### config.mk
export PLATFORM = sky130hd
export DESIGN_NAME = csr_row_walker
export DESIGN_NICKNAME = d
export VERILOG_FILES = /design/src/rtl/csr_row_walker.sv
export SDC_FILE = /design/constraint.sdc
export NUM_CORES = 1
export LEC_CHECK = 0
export ABC_AREA = 1
export BUFFER_PORTS_ARGS = -buffer_cell sky130_fd_sc_hd__buf_2
export CORE_MARGIN = 4
export CORE_UTILIZATION = 35
export DETAILED_ROUTE_END_ITERATION = 8
export PLACE_DENSITY = 0.61
export SLEW_MARGIN = 15
export SYNTH_ARGS = -nofsm -noshare
export SYNTH_HDL_FRONTEND = slang
export SYNTH_SLANG_ARGS = --single-unit
### constraint.sdc
create_clock -name clk -period 12.05 [get_ports clk]
set_input_delay 3.0125 -clock clk [delete_from_list [all_inputs] [get_ports clk]]
set_output_delay 3.0125 -clock clk [all_outputs]
set_load 0.005 [all_outputs]
### src/rtl/csr_row_walker.sv
module csr_row_walker #(
  parameter logic [31:0] OFFS_BASE = 32'h100,
  parameter logic [31:0] ROWS_BASE = 32'h200,
  parameter int IQ_DEPTH = 4,
  parameter int RQ_DEPTH = 2,
  parameter int OQ_DEPTH = 4
) (
  input  logic        clk,
  input  logic        rst_n,
  input  logic        in_valid,
  output logic        in_ready,
  input  logic [31:0] in_row,
  output logic        mem_req_valid,
  input  logic        mem_req_ready,
  output logic [31:0] mem_req_addr,
  output logic        mem_req_tag,
  input  logic        mem_resp_valid,
  input  logic [63:0] mem_resp_data,
  input  logic        mem_resp_tag,
  output logic        out_valid,
  input  logic        out_ready,
  output logic        out_eor,
  output logic [31:0] out_coord,
  output logic [31:0] out_value
);
  localparam int IAW = $clog2(IQ_DEPTH);
  localparam int RAW = $clog2(RQ_DEPTH);
  localparam int OAW = $clog2(OQ_DEPTH);
  localparam logic [IAW:0] IQ_N = IQ_DEPTH[IAW:0];
  localparam logic [RAW:0] RQ_N = RQ_DEPTH[RAW:0];
  localparam logic [OAW:0] OQ_N = OQ_DEPTH[OAW:0];

  typedef enum logic [1:0] {O_IDLE, O_LO, O_HI, O_WAIT} ost_t;

  // input queue
  logic [31:0]  iq_mem [IQ_DEPTH];
  logic [IAW-1:0] iq_rp, iq_wp;
  logic [IAW:0] iq_cnt;
  logic iq_push, iq_pop;

  // range queue
  logic [63:0]  rq_mem [RQ_DEPTH];
  logic [RAW-1:0] rq_rp, rq_wp;
  logic [RAW:0] rq_cnt;
  logic rq_push, rq_pop;

  // output queue
  logic [64:0]  oq_mem [OQ_DEPTH];
  logic [OAW-1:0] oq_rp, oq_wp;
  logic [OAW:0] oq_cnt;
  logic oq_push, oq_pop;
  logic [64:0] oq_din;

  // offsets stage
  ost_t        o_st;
  logic [31:0] o_row, o_start, o_end;
  logic [1:0]  o_got;
  logic        offs_req, offs_fire, resp_offs;

  // rows stage
  logic        r_act;
  logic [31:0] r_cur, r_end;
  logic [OAW:0] r_pend;
  logic [OAW+1:0] r_load;
  logic        rows_req, rows_fire, resp_rows, marker, lock_offs;

  assign in_ready  = iq_cnt != IQ_N;
  assign iq_push   = in_valid && in_ready;
  assign iq_pop    = o_st == O_IDLE && iq_cnt != 0 && rq_cnt != RQ_N;

  assign offs_req  = o_st == O_LO || o_st == O_HI;
  assign rq_push   = o_st == O_WAIT && o_got == 2'd2;
  assign rq_pop    = !r_act && rq_cnt != 0;
  assign resp_offs = mem_resp_valid && !mem_resp_tag;
  assign resp_rows = mem_resp_valid && mem_resp_tag;

  assign r_load    = {1'b0, oq_cnt} + {1'b0, r_pend};
  assign rows_req  = r_act && r_cur < r_end && r_load < {1'b0, OQ_N} && !lock_offs;
  assign marker    = r_act && !(r_cur < r_end) && r_pend == 0 && oq_cnt != OQ_N;

  assign mem_req_valid = rows_req || offs_req;
  assign mem_req_tag   = rows_req;
  assign mem_req_addr  = rows_req ? ROWS_BASE + r_cur
                                  : OFFS_BASE + o_row + 32'(o_st == O_HI);
  assign rows_fire = rows_req && mem_req_ready;
  assign offs_fire = !rows_req && offs_req && mem_req_ready;

  assign oq_push = resp_rows || marker;
  assign oq_din  = marker ? {1'b1, 64'd0}
                          : {1'b0, mem_resp_data[31:0], mem_resp_data[63:32]};
  assign out_valid = oq_cnt != 0;
  assign oq_pop    = out_valid && out_ready;
  assign {out_eor, out_coord, out_value} = oq_mem[oq_rp];

  always_ff @(posedge clk) begin
    if (iq_push) iq_mem[iq_wp] <= in_row;
    if (rq_push) rq_mem[rq_wp] <= {o_end, o_start};
    if (oq_push) oq_mem[oq_wp] <= oq_din;
  end

  always_ff @(posedge clk) begin
    if (!rst_n) begin
      iq_rp <= '0; iq_wp <= '0; iq_cnt <= '0;
      rq_rp <= '0; rq_wp <= '0; rq_cnt <= '0;
      oq_rp <= '0; oq_wp <= '0; oq_cnt <= '0;
    end else begin
      if (iq_push) iq_wp <= iq_wp + 1'b1;
      if (iq_pop)  iq_rp <= iq_rp + 1'b1;
      iq_cnt <= iq_cnt + (IAW+1)'(iq_push) - (IAW+1)'(iq_pop);
      if (rq_push) rq_wp <= rq_wp + 1'b1;
      if (rq_pop)  rq_rp <= rq_rp + 1'b1;
      rq_cnt <= rq_cnt + (RAW+1)'(rq_push) - (RAW+1)'(rq_pop);
      if (oq_push) oq_wp <= oq_wp + 1'b1;
      if (oq_pop)  oq_rp <= oq_rp + 1'b1;
      oq_cnt <= oq_cnt + (OAW+1)'(oq_push) - (OAW+1)'(oq_pop);
    end
  end

  always_ff @(posedge clk) begin
    if (!rst_n) begin
      o_st <= O_IDLE; o_row <= '0; o_start <= '0; o_end <= '0; o_got <= '0;
    end else begin
      case (o_st)
        O_IDLE: if (iq_pop) begin o_row <= iq_mem[iq_rp]; o_st <= O_LO; end
        O_LO:   if (offs_fire) o_st <= O_HI;
        O_HI:   if (offs_fire) o_st <= O_WAIT;
        O_WAIT: if (rq_push) o_st <= O_IDLE;
        default: o_st <= O_IDLE;
      endcase
      if (rq_push) o_got <= '0;
      else if (resp_offs) begin
        o_got <= o_got + 1'b1;
        if (o_got == 2'd0) o_start <= mem_resp_data[31:0];
        else o_end <= mem_resp_data[31:0];
      end
    end
  end

  always_ff @(posedge clk) begin
    if (!rst_n) begin
      r_act <= 1'b0; r_cur <= '0; r_end <= '0; r_pend <= '0; lock_offs <= 1'b0;
    end else begin
      lock_offs <= mem_req_valid && !mem_req_ready && !mem_req_tag;
      if (rq_pop) begin
        r_act <= 1'b1;
        r_cur <= rq_mem[rq_rp][31:0];
        r_end <= rq_mem[rq_rp][63:32];
      end else begin
        if (rows_fire) r_cur <= r_cur + 1'b1;
        if (marker) r_act <= 1'b0;
      end
      r_pend <= r_pend + (OAW+1)'(rows_fire) - (OAW+1)'(resp_rows);
    end
  end


  oq_no_overflow_chk: assert property (@(posedge clk) disable iff (!rst_n)
    oq_push |-> (oq_cnt != OQ_N || oq_pop));

  out_hold_chk: assert property (@(posedge clk) disable iff (!rst_n)
    out_valid && !out_ready |=> out_valid && $stable({out_eor, out_coord, out_value}));

  mem_req_hold_chk: assert property (@(posedge clk) disable iff (!rst_n)
    mem_req_valid && !mem_req_ready |=> mem_req_valid && $stable({mem_req_tag, mem_req_addr}));

  rows_resp_expected_chk: assert property (@(posedge clk) disable iff (!rst_n)
    resp_rows |-> r_pend != 0);

  iq_bound_chk: assert property (@(posedge clk) disable iff (!rst_n)
    iq_cnt <= IQ_N);
endmodule

# Yosys cells after proc, flatten, opt, wreduce, memory -nomap -nowiden
# Memory sizes are Yosys's and may differ from the RTL's. A register that Yosys moved wholly into a read port is not among the register bits.
# Cells that the tools add are included.
word_totals:
  reg_bits: 155
  mem_bits_rw: 516
  output_inout_bits: 101
  mem_count: 3
mem_list:
  columns: ["memory", "depth", "word_bits", "rd", "rd_clocked_by_memory_dff", "write_ports", "line", "rtl"]
  rows:
  - ["oq_mem", 4, 65, 1, 1, 1, "48", "logic [64:0] oq_mem [OQ_DEPTH];"]
  - ["iq_mem", 4, 32, 1, 1, 1, "36", "logic [31:0] iq_mem [IQ_DEPTH];"]
  - ["rq_mem", 2, 64, 1, 1, 1, "42", "logic [63:0] rq_mem [RQ_DEPTH];"]
classes:
  add_sub_neg: 20
  bitwise_logic: 3
  eq_ne: 11
  magnitude_cmp: 2
  n_mux: 21
  reduce_logical: 42
ops:
  columns: ["cell", "n"]
  rows:
  - ["two-way mux 32 bit", 3]
  - ["two-way mux 65 bit", 1]
  - ["adder 10 x 32 -> 32 bit (first input constant)", 1]
  - ["adder 32 x 1 -> 32 bit", 1]
  - ["adder 32 x 1 -> 32 bit (second input constant)", 1]
  - ["adder 9 x 32 -> 32 bit (first input constant)", 1]
  - ["less-than comparator 32 bit", 1]
  - ["logical AND 1 bit", 19]
  - ["two-way mux 2 bit", 6]
  - ["adder 2 x 1 -> 2 bit (second input constant)", 5]
  - ["two-way mux 1 bit", 10]
  - ["!= test 2 bit (second input constant)", 5]
  - ["adder 3 x 1 -> 3 bit", 3]
  - ["subtractor 3 x 1 -> 3 bit", 3]
  - ["one-hot mux 2 bit (4 select lines)", 1]
  - ["logical NOT 1 bit", 7]
  - ["equality test 2 bit (second input constant)", 3]
  - ["!= test 3 bit (second input constant)", 2]
  - ["AND reduction 3 bit", 2]
  - ["nonzero test 2 bit", 3]
  - ["nonzero test 3 bit", 2]
  - ["adder 3 x 3 -> 4 bit", 1]
  - ["logical NOT 2 bit", 2]
  - ["less-than comparator 4 x 3 -> 1 bit (second input constant)", 1]
  - ["10 further kinds", 15]

# Logic depth before layout (Yosys ltp)
# Gate-level depths: netlist of run 1.
logic_depth:
  word_depth: 9
  mapped_depth: 22
  depth_no_buf: 22

# Least setup slack after synthesis of run 1
# Ideal clock, no wire load.
synth_timing:
  path_type: "input port to flip-flop"
  startpoint: "in mem_resp_valid"
  endpoint: "mem oq_mem[0][0], enable pin"
  cell_stages: 4
  t_arrival_ns: 5.937
  setup_slack_ns: 5.625
  path_buffers: 0
  path_cell_list: "nand2_1 > inv_1 > nor2_2 > nor2_1"
synth_via:
  elab_chain_len: 4
synth_rtl:
  columns: ["element", "line", "rtl"]
  rows:
  - ["from (decl)", "17", "input logic mem_resp_valid,"]
  - ["logical AND 1 bit", "75", "assign resp_rows = mem_resp_valid && mem_resp_tag;"]
  - ["logical OR 1 bit", "88", "assign oq_push = resp_rows || marker;"]
  - ["two-way mux 1 bit", "98", "if (oq_push) oq_mem[oq_wp] <= oq_din;"]
  - ["two-way mux 1 bit (implied by the code)", "98", null]
  - ["to (decl)", "48", null]
# Every way passes these cells.

# Worst setup path in the final report of run 1
layout_timing:
  startpoint: "reg o_st[0]"
  endpoint: "out mem_req_addr[18]"
layout_via:
  elab_chain_len: 3
layout_rtl:
  columns: ["element", "line", "rtl"]
  rows:
  - ["from (decl)", "55", "ost_t o_st;"]
  - ["from (signal assigned)", "121", "o_st <= O_IDLE; o_row <= '0; o_start <= '0; o_end <= '0; o_got <= '0;"]
  - ["from (signal assigned)", "124", "O_IDLE: if (iq_pop) begin o_row <= iq_mem[iq_rp]; o_st <= O_LO; end"]
  - ["from (signal assigned)", "125", "O_LO: if (offs_fire) o_st <= O_HI;"]
  - ["equality test 2 bit", "84", ": OFFS_BASE + o_row + 32'(o_st == O_HI);"]
  - ["adder 32 x 1 -> 32 bit", "84", null]
  - ["two-way mux 32 bit", "83", "assign mem_req_addr = rows_req ? ROWS_BASE + r_cur"]
  - ["to (decl)", "15", "output logic [31:0] mem_req_addr,"]
# Every way passes these cells.

==> results.cfg, run 1 <==
[power]
combPwrFrac_pct = 27.2
p_total_w = 0.00765
p_clk_share_pct = 30.6
switchingPower_w = 0.00267
pwr-share-seq_pct = 42.3
ir_drop_uv = 131
p_leak_nw = 12.8
p_int_w = 0.00497
power_density_nw_per_um2 = 223
switching_share_pct = 35.0

[placement]
gp_congestion = 0.888
placed_area_sq_um = 31700
port_buffers = 203
place_hpwl_mm = 49.5

[logic_synthesis]
synth_edf_count = 516
synthMostInstantiatedCell = edfxtp_1
yosysWarnings = 0
syn_nets = 3003
yosys_most_used_dff = edfxtp_1
ys_types = 49
yosys.area.top_type = edfxtp_1
netlist_area_sq_um = 29600
avgSynthCellArea_sq_um = 10.4
async_flop_share_pct = 0
ys_top_cells_by_area = edfxtp_1 52%, dfxtp_1 13%, o21ai_0 6.6%
ys_seq_elements = 706
synth_top_area_share_pct = 52.4
synth_common_cells = 516 x edfxtp_1, 459 x nor2_1, 388 x o21ai_0
syn_inst = 2838
ys_seq_area_share_pct = 65.3

[global_routing]
grt_max_degree = 96
gr-total-overflow = 0
grt_pass1_wl_mm = 117
first_global_vias = 19400
grt_usage_pct = 17.0
antenna_found_initial = 17

[setup_path]
crit_slowest_cell = dfxtp_1
cpPeakStageDelay_ns = 0.33
path_max_fanout = 4
start_kind = flip-flop
cp_data_required_time_ns = 9.04
cp-end-kind = primary output
path_cells = inv_1, ha_1, ha_1, ha_1, nand2_1, nor2_1, nand2_1, nand2_1, and3_1, nand2_1, nor2_2, nand2_1, nor2_1, nor2_1, o21ai_1, o21ai_0, buf_2
crit_type = flip-flop to primary output
cp_num_buf_inv = 2
crit_family = simple AND/OR/NAND/NOR gates
worstPathArrival_ns = 3.37
crit_top_cell = nand2_1

[worst_hold_path]
hold_class = flip-flop to flip-flop

[clocking]
cts_sinks = 706
numCtsBuffers = 79
cts_max_path_buffers = 3
clock_latency_ns = 0.65
root_buffer = clkbuf_16
h-tree-depth = 3
cts_hold_buf = 0
cts_tree = yes
clk_pin_slew_worst_paths_ns = 0.06
post_cts_buffers = 0
cts_resized = 0

[status]
status = finished, final reports clean

[drt]
via_count = 20500
ant_nets = 0
drc = 0
vias_per_cell = 4.88
dr.pass1.iters = 5
drt_iter0_drc = 1673
wire_per_inst_microns = 18.6
wirelength_mm = 78.1

[cells_and_area]
drive_gt1_share_pct = 13.2
synthToLayoutAreaGrowth_pct = 15.8
finalNetCount = 3159
post-route-cell-area_sq_um = 34300

[flow_run]
max_cap_viol_count = 0

[die]
die_w_microns = 299
die_height_microns = 299
start_util_pct = 35.3
fp-row-count = 106
pin_count = 204
core_sq_um = 83700
die-area_sq_um = 89200

[sta]
clock.fmax_mhz = 157
min_period_over_period_pct = 52.9
hold_violations = 0
tightest_slew_ns = 1.02
rsz0062_at_grt = no
fin_setup_tns_ns = 0
clock_skew_ns = 0.0630
fin_crit_ns = 6.38
max-slew-margin-rel_pct = 32.1
setup_viol = 0
slew_violations = 0
hold-worst-slack_ns = 0.427
per-stage QoR:
step / cells / setup WS [ns] / util (%)
floorplan: 2838 / 5.62 / -
global placement: 4047 / 6.33 / 37.9
detailed placement: 4047 / 6.31 / 37.9
CTS: 4195 / 5.67 / 40.9
global route: 4195 / 5.40 / 40.9
finish: 4202 / 5.67 / 40.9
state kept, by name, summed over array words and instances (netlist names), 3 cells and up, named ones only:
register / count
iq_cnt: 3
iq_mem: 128
o_end: 32
o_row: 32
o_start: 32
oq_cnt: 3
oq_mem: 260
r_cur: 32
r_end: 32
r_pend: 3
rq_mem: 128
layout make-up:
type	count	area, sq um
clock buffer	94	2080
multi-input combinational	1737	8840
clock inverter	54	468
timing repair buffer	228	1210
antenna	7	17.5
tap	1134	1420
sequential	706	19300
fill	8087	49400
inverter	242	912
routing by layer:
metal	track usage (%)	share of wire [%]	up-vias
li1	-	-	10100
met3	5.37	8.6	116
met5	0	0.095	-
met4	4.04	2.0	12
met1	23.7	46	9730
met2	25.8	44	588
layout by cell type, fill, tap and decap left out, types with 11 or more instances in the layout:
cell       instances
a31oi_1           68
o21ai_0          388
nand3_1           50
nor2_1           449
nand4_1           18
xnor2_1           16
xor2_1            55
clkinv_1          22
ha_1              59
inv_1            230
nor2_2            14
edfxtp_1         516
buf_4             26
a21oi_1           99
buf_2            202
clkbuf_1          11
clkbuf_16         80
nor3_1            24
nand2_1          370
dfxtp_1          185
clkinv_2          17
o22ai_1           65
worst register-to-register path, delay by kind of cell, from the launching register on:
family,cells,cell delay (ns)
AOI/OAI and AO/OA,2,0.33
adders and majority gates,1,0.32
DFF,1,0.36
buffers and inverters,2,1.48
and+or+nand+nor,6,1.31
power by group through the flow:
stage	logic (W)	registers (W)	clock network (W)
3_5_place_dp	0.00208	0.00328	0
4_1_cts	0.00209	0.00323	0.00239
3_3_place_gp	0.00206	0.00327	0
5_1_grt	0.00236	0.00327	0.00250
6_report	0.00208	0.00323	0.00234
2_1_floorplan	0.00140	0.00316	0
logic make-up (layout without fill, tap and decap cells):
logic type                 Yosys count  in the layout  synth area share [%]
adders and majority gates           62             62                  2.70
AOI/OAI and AO/OA                  638            638                  11.5
muxes                                1              1                0.0338
other                                0              7                     0
buffers and inverters              395            618                  5.14
and+or+nand+nor                    965            965                  13.3
xor gates and xnor gates            71             71                  2.10
DFF                                706            706                  65.3
worst paths after layout:
path | start | endpoint | slack, ns | cells past startpoint
hold / removal | o_start[14] | rq_mem[0][14] | 0.43 | 0
setup / recovery | o_st[0] | mem_req_addr[18] | 5.67 | 17
setup reg to reg | r_cur[31] | oq_mem[3][43] | 7.78 | 11
hold reg to reg | o_start[14] | rq_mem[0][14] | 0.43 | 0
Power figures use the tool's default switching activity.
==> run 2: changes to the inputs <==
--- a/config.mk
+++ b/config.mk
@@ -5,12 +5,12 @@
 export SDC_FILE = /design/constraint.sdc
 export NUM_CORES = 1
 export LEC_CHECK = 0
-export ABC_AREA = 1
+export ABC_AREA = 0
 export BUFFER_PORTS_ARGS = -buffer_cell sky130_fd_sc_hd__buf_2
 export CORE_MARGIN = 4
 export CORE_UTILIZATION = 35
 export DETAILED_ROUTE_END_ITERATION = 8
-export PLACE_DENSITY = 0.61
+export PLACE_DENSITY = 0.63
 export SLEW_MARGIN = 15
 export SYNTH_ARGS = -nofsm -noshare
 export SYNTH_HDL_FRONTEND = slang
==> constraint.sdc (replaced) <==
create_clock -name clk -period 5.64 [get_ports clk]
set_input_delay 1.41 -clock clk [delete_from_list [all_inputs] [get_ports clk]]
set_output_delay 1.41 -clock clk [all_outputs]
set_load 0.005 [all_outputs]
==> run 2 against run 1 <==
Against the previous run:
- core utilization increased by 0.13 points
- clock-buffer cell count increased by 9
- critical endpoint is now mem_req_addr[1]
- critical path depth decreased by 8
==> results.cfg, run 2 <==
[drt]
drc = 0
drt_iter0_drc = 1268
wirelength_mm = 68.4
wire_per_inst_microns = 20.3
ant_nets = 0
dr.pass1.iters = 5
via_count = 16900
vias_per_cell = 5.03

[power]
power_density_nw_per_um2 = 473
ir_drop_uv = 234
p_leak_nw = 11.7

[setup_path]
worstPathArrival_ns = 3.89
crit_family = compound AO/OA/AOI/OAI gates
cpPeakStageDelay_ns = 0.73
start_kind = flip-flop
path_max_fanout = 66
cp_data_required_time_ns = 4.23
path_cells = ha_1, nand4_1, or3_1, a2111oi_0, o311a_1, nor3_2, buf_4, mux2_2, buf_2
r2r_slack_ns = 1.16
cp-end-kind = primary output
cp_num_buf_inv = 2
crit_type = flip-flop to primary output
crit_slowest_cell = a2111oi_0

[logic_synthesis]
synthMostInstantiatedCell = edfxtp_1
ys_seq_elements = 706
syn_nets = 2197
synth_edf_count = 516
ys_seq_area_share_pct = 66.7
yosys.area.top_type = edfxtp_1
yosys_most_used_dff = edfxtp_1
synth_top_area_share_pct = 53.6
ys_top_cells_by_area = edfxtp_1 54%, dfxtp_1 13%, mux4_2 7.6%
avgSynthCellArea_sq_um = 14.2
async_flop_share_pct = 0
syn_inst = 2032
yosysWarnings = 0
netlist_area_sq_um = 28900
synth_common_cells = 516 x edfxtp_1, 335 x nand2_1, 190 x dfxtp_1
ys_types = 57

[global_routing]
gr-usage-met1_pct = 19.5
gr-usage-met2_pct = 27.2
grt_pass1_wl_mm = 105
antenna_found_initial = 4
grt_usage_pct = 15.6
grt_busiest_layer = met2
grt_max_degree = 79
met3_usage_pct = 2.70
first_global_vias = 17500
gr-total-overflow = 0

[sta]
clock.fmax_mhz = 189
fin_setup_tns_ns = 0
clock_skew_ns = 0.0317
max-slew-margin-rel_pct = 27.7
slew_violations = 0
rsz0062_at_grt = no
setup_viol = 0
fin_crit_ns = 5.30
min_period_over_period_pct = 93.9
tightest_slew_ns = 1.09
hold_violations = 0

[clocking]
cts_max_path_buffers = 3
numCtsBuffers = 74
cts_sinks = 706
cts_resized = 0
h-tree-depth = 3
cts_tree = yes
clk_pin_slew_worst_paths_ns = 0.06
clock_latency_ns = 0.61
post_cts_buffers = 0
cts_hold_buf = 0
root_buffer = clkbuf_16

[cells_and_area]
final_common_cell = edfxtp_1
synthToLayoutAreaGrowth_pct = 16.4
finalNetCount = 2400
largestRegisters = oq_mem (260), iq_mem (128), rq_mem (128)
regMostFlops = oq_mem
layout_common_cells = 516 x edfxtp_1, 335 x nand2_1, 202 x buf_2
fill_cells = 7539
post-route-cell-area_sq_um = 33700
largest_reg_flops = 260
drive_gt1_share_pct = 20.8

[die]
die-area_sq_um = 87300
fp-row-count = 105
pin_count = 204
core_sq_um = 82000
die_height_microns = 295
die_w_microns = 295
start_util_pct = 35.3

[placement]
place_hpwl_mm = 44.7
port_buffers = 203
placed_area_sq_um = 31200
gp_congestion = 0.875

[flow_run]
max_cap_viol_count = 0

[status]
status = finished, final reports clean

[worst_hold_path]
hold_class = flip-flop to flip-flop
## run 2: changes by cell type in the layout (fill, tap and decap cells not counted), sizes merged, moves of 46 or more
cell    before  now
mux2i        1   58
and2         1   90
a21oi      100   34
a31oi       68    2
mux4         0   97
and3         2   54
o22ai       65    9
a21boi       3  101
nor2       470   34
o21ai      392   34
inv        241   60
xnor2       16   62
## run 2: cell type report
type	count	area (sq um)	area share (%)
clock buffer	103	2030	6.04
sequential	706	19300	57.4
antenna	3	7.51	0.0223
timing repair buffer	232	1300	3.86
clock inverter	32	398	1.18
multi-input combinational	1163	9060	26.9
tap	1070	1340	3.98
inverter	58	218	0.647
## run 2: routing by layer
layer / share of wire [%] / up-vias
met1: 41 / 8578
met4: 3.1 / 2
met2: 51 / 380
met3: 4.6 / 109
met5: 0.028 / -
li1: - / 7874
## run 2: path summary, 6_finish.rpt
check	cells past startpoint	end	startpoint
setup reg to reg	16	r_pend[2]	r_cur[15]
setup / recovery	9	mem_req_addr[1]	r_cur[15]
hold / removal	0	rq_mem[0][5]	o_start[5]
hold reg to reg	0	rq_mem[0][5]	o_start[5]
## run 2: cell families after synthesis
logic type      after synthesis  share of synthesized area (%)
flops                       706                           66.7
buf+inv                     163                           2.15
xor+xnor                     91                           2.76
simple gates                629                           10.5
compound gates              214                           5.11
mux                         167                           10.0
fa+ha+maj                    62                           2.76
## run 2: worst reg2reg max path, delay by kind of cell (launching register included)
kind,cells,cell delay [ns]
buf+inv,4,0.59
flops,1,0.38
fa+ha+maj,4,1.07
simple gates,4,1.00
xor+xnor,2,0.26
compound gates,2,1.06
## run 2: where the power goes
group	switching [W]	internal [W]	leakage, nW
combinational	0.00233	0.00182	4.32
clock	0.00202	0.00283	1.18
sequential	0.000575	0.00634	6.25
## run 2: stage by stage
stage,power (W),cells,utilization (%),setup slack [ns],hold WS (ns)
4_1_cts,0.0161,3364,41.1,0.316,0.449
2_1_floorplan,0.00957,2032,-,1.59,0.425
5_1_grt,0.0168,3366,41.1,0.193,0.462
3_3_place_gp,0.0111,3229,38.1,1.08,0.430
6_report,0.0159,3367,41.1,0.342,0.453
3_5_place_dp,0.0112,3229,38.1,1.03,0.437
==> run 3: changes to the inputs <==
--- a/config.mk
+++ b/config.mk
@@ -5,7 +5,7 @@
 export SDC_FILE = /design/constraint.sdc
 export NUM_CORES = 1
 export LEC_CHECK = 0
-export ABC_AREA = 0
+export ABC_AREA = 1
 export BUFFER_PORTS_ARGS = -buffer_cell sky130_fd_sc_hd__buf_2
 export CORE_MARGIN = 4
 export CORE_UTILIZATION = 35
==> run 3 against run 2 <==
Against the previous run:
- final cell count grew 25%
- critical path type unchanged
- via count is 22% higher
- sequential power is essentially flat
- design area grew 1.7%
- register-to-register slack gained 0.62 ns
- first-iteration DRC count up 40%
- power increased by 2.5%
- clock-buffer cell count down 11
==> results.cfg, run 3 (synthesis results as in run 1) <==
[status]
status = finished, final reports clean

[drt]
via_count = 20700
drt_iter0_drc = 1781
wire_per_inst_microns = 18.6
drc = 0
dr.pass1.iters = 6
vias_per_cell = 4.93
ant_nets = 0
wirelength_mm = 78.2

[setup_path]
worst-path-stages = 10
rr_worst_depth = 16
r2r_slack_ns = 1.78
timing.rr.start = r_cur[23]
cp-end-kind = primary output
path_cells = ha_1, a21oi_1, o21a_1, a21oi_1, nor2_1, nand3_4, inv_4, nand3_1, o21ai_0, buf_2
crit_path_start = r_cur[23]
cp_data_required_time_ns = 4.23
crit_family = simple AND/OR/NAND/NOR gates
reg2reg_to = r_pend[2]
start_kind = flip-flop
crit_path_end = mem_req_addr[11]
crit_top_cell = a21oi_1
path_max_fanout = 44
cp_num_buf_inv = 2
cpPeakStageDelay_ns = 0.47
crit_type = flip-flop to primary output
worstPathArrival_ns = 3.41
crit_slowest_cell = dfxtp_1

[cells_and_area]
regMostFlops = oq_mem
layout_common_cells = 516 x edfxtp_1, 449 x nor2_1, 388 x o21ai_0
synthToLayoutAreaGrowth_pct = 15.8
largestRegisters = oq_mem (260), iq_mem (128), rq_mem (128)
largest_reg_flops = 260
regArea_sq_um = 19300
drive_gt1_share_pct = 13.3
multi_input_area_sq_um = 8840
fill_cells = 7964
final_common_cell = edfxtp_1
finalNetCount = 3162

[clocking]
clock_latency_ns = 0.64
cts_sinks = 706
cts_tree = yes
clk_pin_slew_worst_paths_ns = 0.06
numCtsBuffers = 75
cts_resized = 0
h-tree-depth = 3
cts_max_path_buffers = 3
root_buffer = clkbuf_16
post_cts_buffers = 0
cts_hold_buf = 0

[worst_hold_path]
hold_class = flip-flop to flip-flop

[sta]
fin_crit_ns = 4.82
tightest_slew_ns = 1.07
hold_violations = 0
clock_skew_ns = 0.0419
rsz0062_at_grt = no
setup_viol = 0
fin_setup_tns_ns = 0
max-slew-margin-rel_pct = 28.5
slew_violations = 0
clock.fmax_mhz = 207
hold-worst-slack_ns = 0.441
min_period_over_period_pct = 85.5

[global_routing]
grt_max_degree = 91
grt_busiest_layer = met2
gr-usage-met2_pct = 25.7
first_global_vias = 19500
grt_usage_pct = 17.0
gr-usage-met1_pct = 24.2
met3_usage_pct = 4.91
antenna_found_initial = 24
grt_pass1_wl_mm = 118
gr-total-overflow = 0

[placement]
port_buffers = 203
place_hpwl_mm = 50.2
gp_congestion = 0.952

[die]
die-area_sq_um = 89200
core_sq_um = 83700
pin_count = 204
die_height_microns = 299
start_util_pct = 35.3
fp-row-count = 106
die_w_microns = 299

[flow_run]
max_cap_viol_count = 0

[power]
ir_drop_uv = 328
power_density_nw_per_um2 = 476
p_leak_nw = 12.8
==> run 3: cell count changes in the layout (fill, tap and decap cells not counted), moves of 26 or more <==
| cell | delta |
|---|---|
| o21ai_0 | +355 |
| xor2_1 | +26 |
| mux4_2 | -97 |
| o22ai_1 | +56 |
| xnor2_1 | -46 |
| a21oi_1 | +65 |
| nor2_1 | +417 |
| inv_1 | +174 |
| and3_1 | -50 |
| a31oi_1 | +66 |
| nand2_1 | +35 |
| mux2i_1 | -57 |
| and2_1 | -86 |
| a21boi_0 | -98 |
==> run 3: area by class of cell <==
| cell class | count | area share, % |
|---|---|---|
| timing repair buffer | 235 | 3.68 |
| antenna | 8 | 0.0585 |
| sequential | 706 | 56.4 |
| multi-input combinational | 1737 | 25.8 |
| tap | 1134 | 4.14 |
| clock buffer | 92 | 5.84 |
| inverter | 242 | 2.66 |
| clock inverter | 41 | 1.42 |
==> run 3: worst min-delay path by stage <==
stage	from	to	slack (ns)	cells past startpoint
CTS	rq_rp	flip-flop	0.44	1
global placement	o_start[10]	rq_mem[0][10]	0.43	0
finish	rq_rp	flip-flop	0.44	1
floorplan	o_end[0]	rq_mem[0][32]	0.42	0
global route	o_end[29]	rq_mem[0][61]	0.45	0
detailed placement	o_end[29]	rq_mem[1][61]	0.43	0
==> run 3: layer usage <==
metal  vias up  share of wire [%]
met5         -               0.10
met4        14                2.1
met3       128                9.1
met2       631                 44
met1      9842                 45
li1      10100                  -
==> run 3: worst reg2reg max path: cells and delay by family, from the launching register on <==
family	cells	cell delay, ns
AOI/OAI and AO/OA	5	0.62
adders and majority gates	4	1.08
buffers and inverters	3	0.50
and+or+nand+nor	3	0.98
DFF	1	0.47
xor gates and xnor gates	1	0.17
==> run 3: power by group <==
part	switching [W]	internal, W
clock	0.00207	0.00288
combinational	0.00307	0.00141
sequential	0.000506	0.00637
==> run 3: metrics by stage <==
stage	util, %	cell area, sq um	total power [W]	worst slack (ns)	cells
final	40.9	34200	0.0163	0.819	4195
after global routing	40.9	34200	0.0173	0.584	4188
after CTS	40.9	34200	0.0165	0.809	4187
after detailed placement	37.9	31700	0.0115	1.46	4054
after global placement	37.9	31700	0.0114	1.57	4054
after floorplan	-	29600	0.00975	0.817	2838
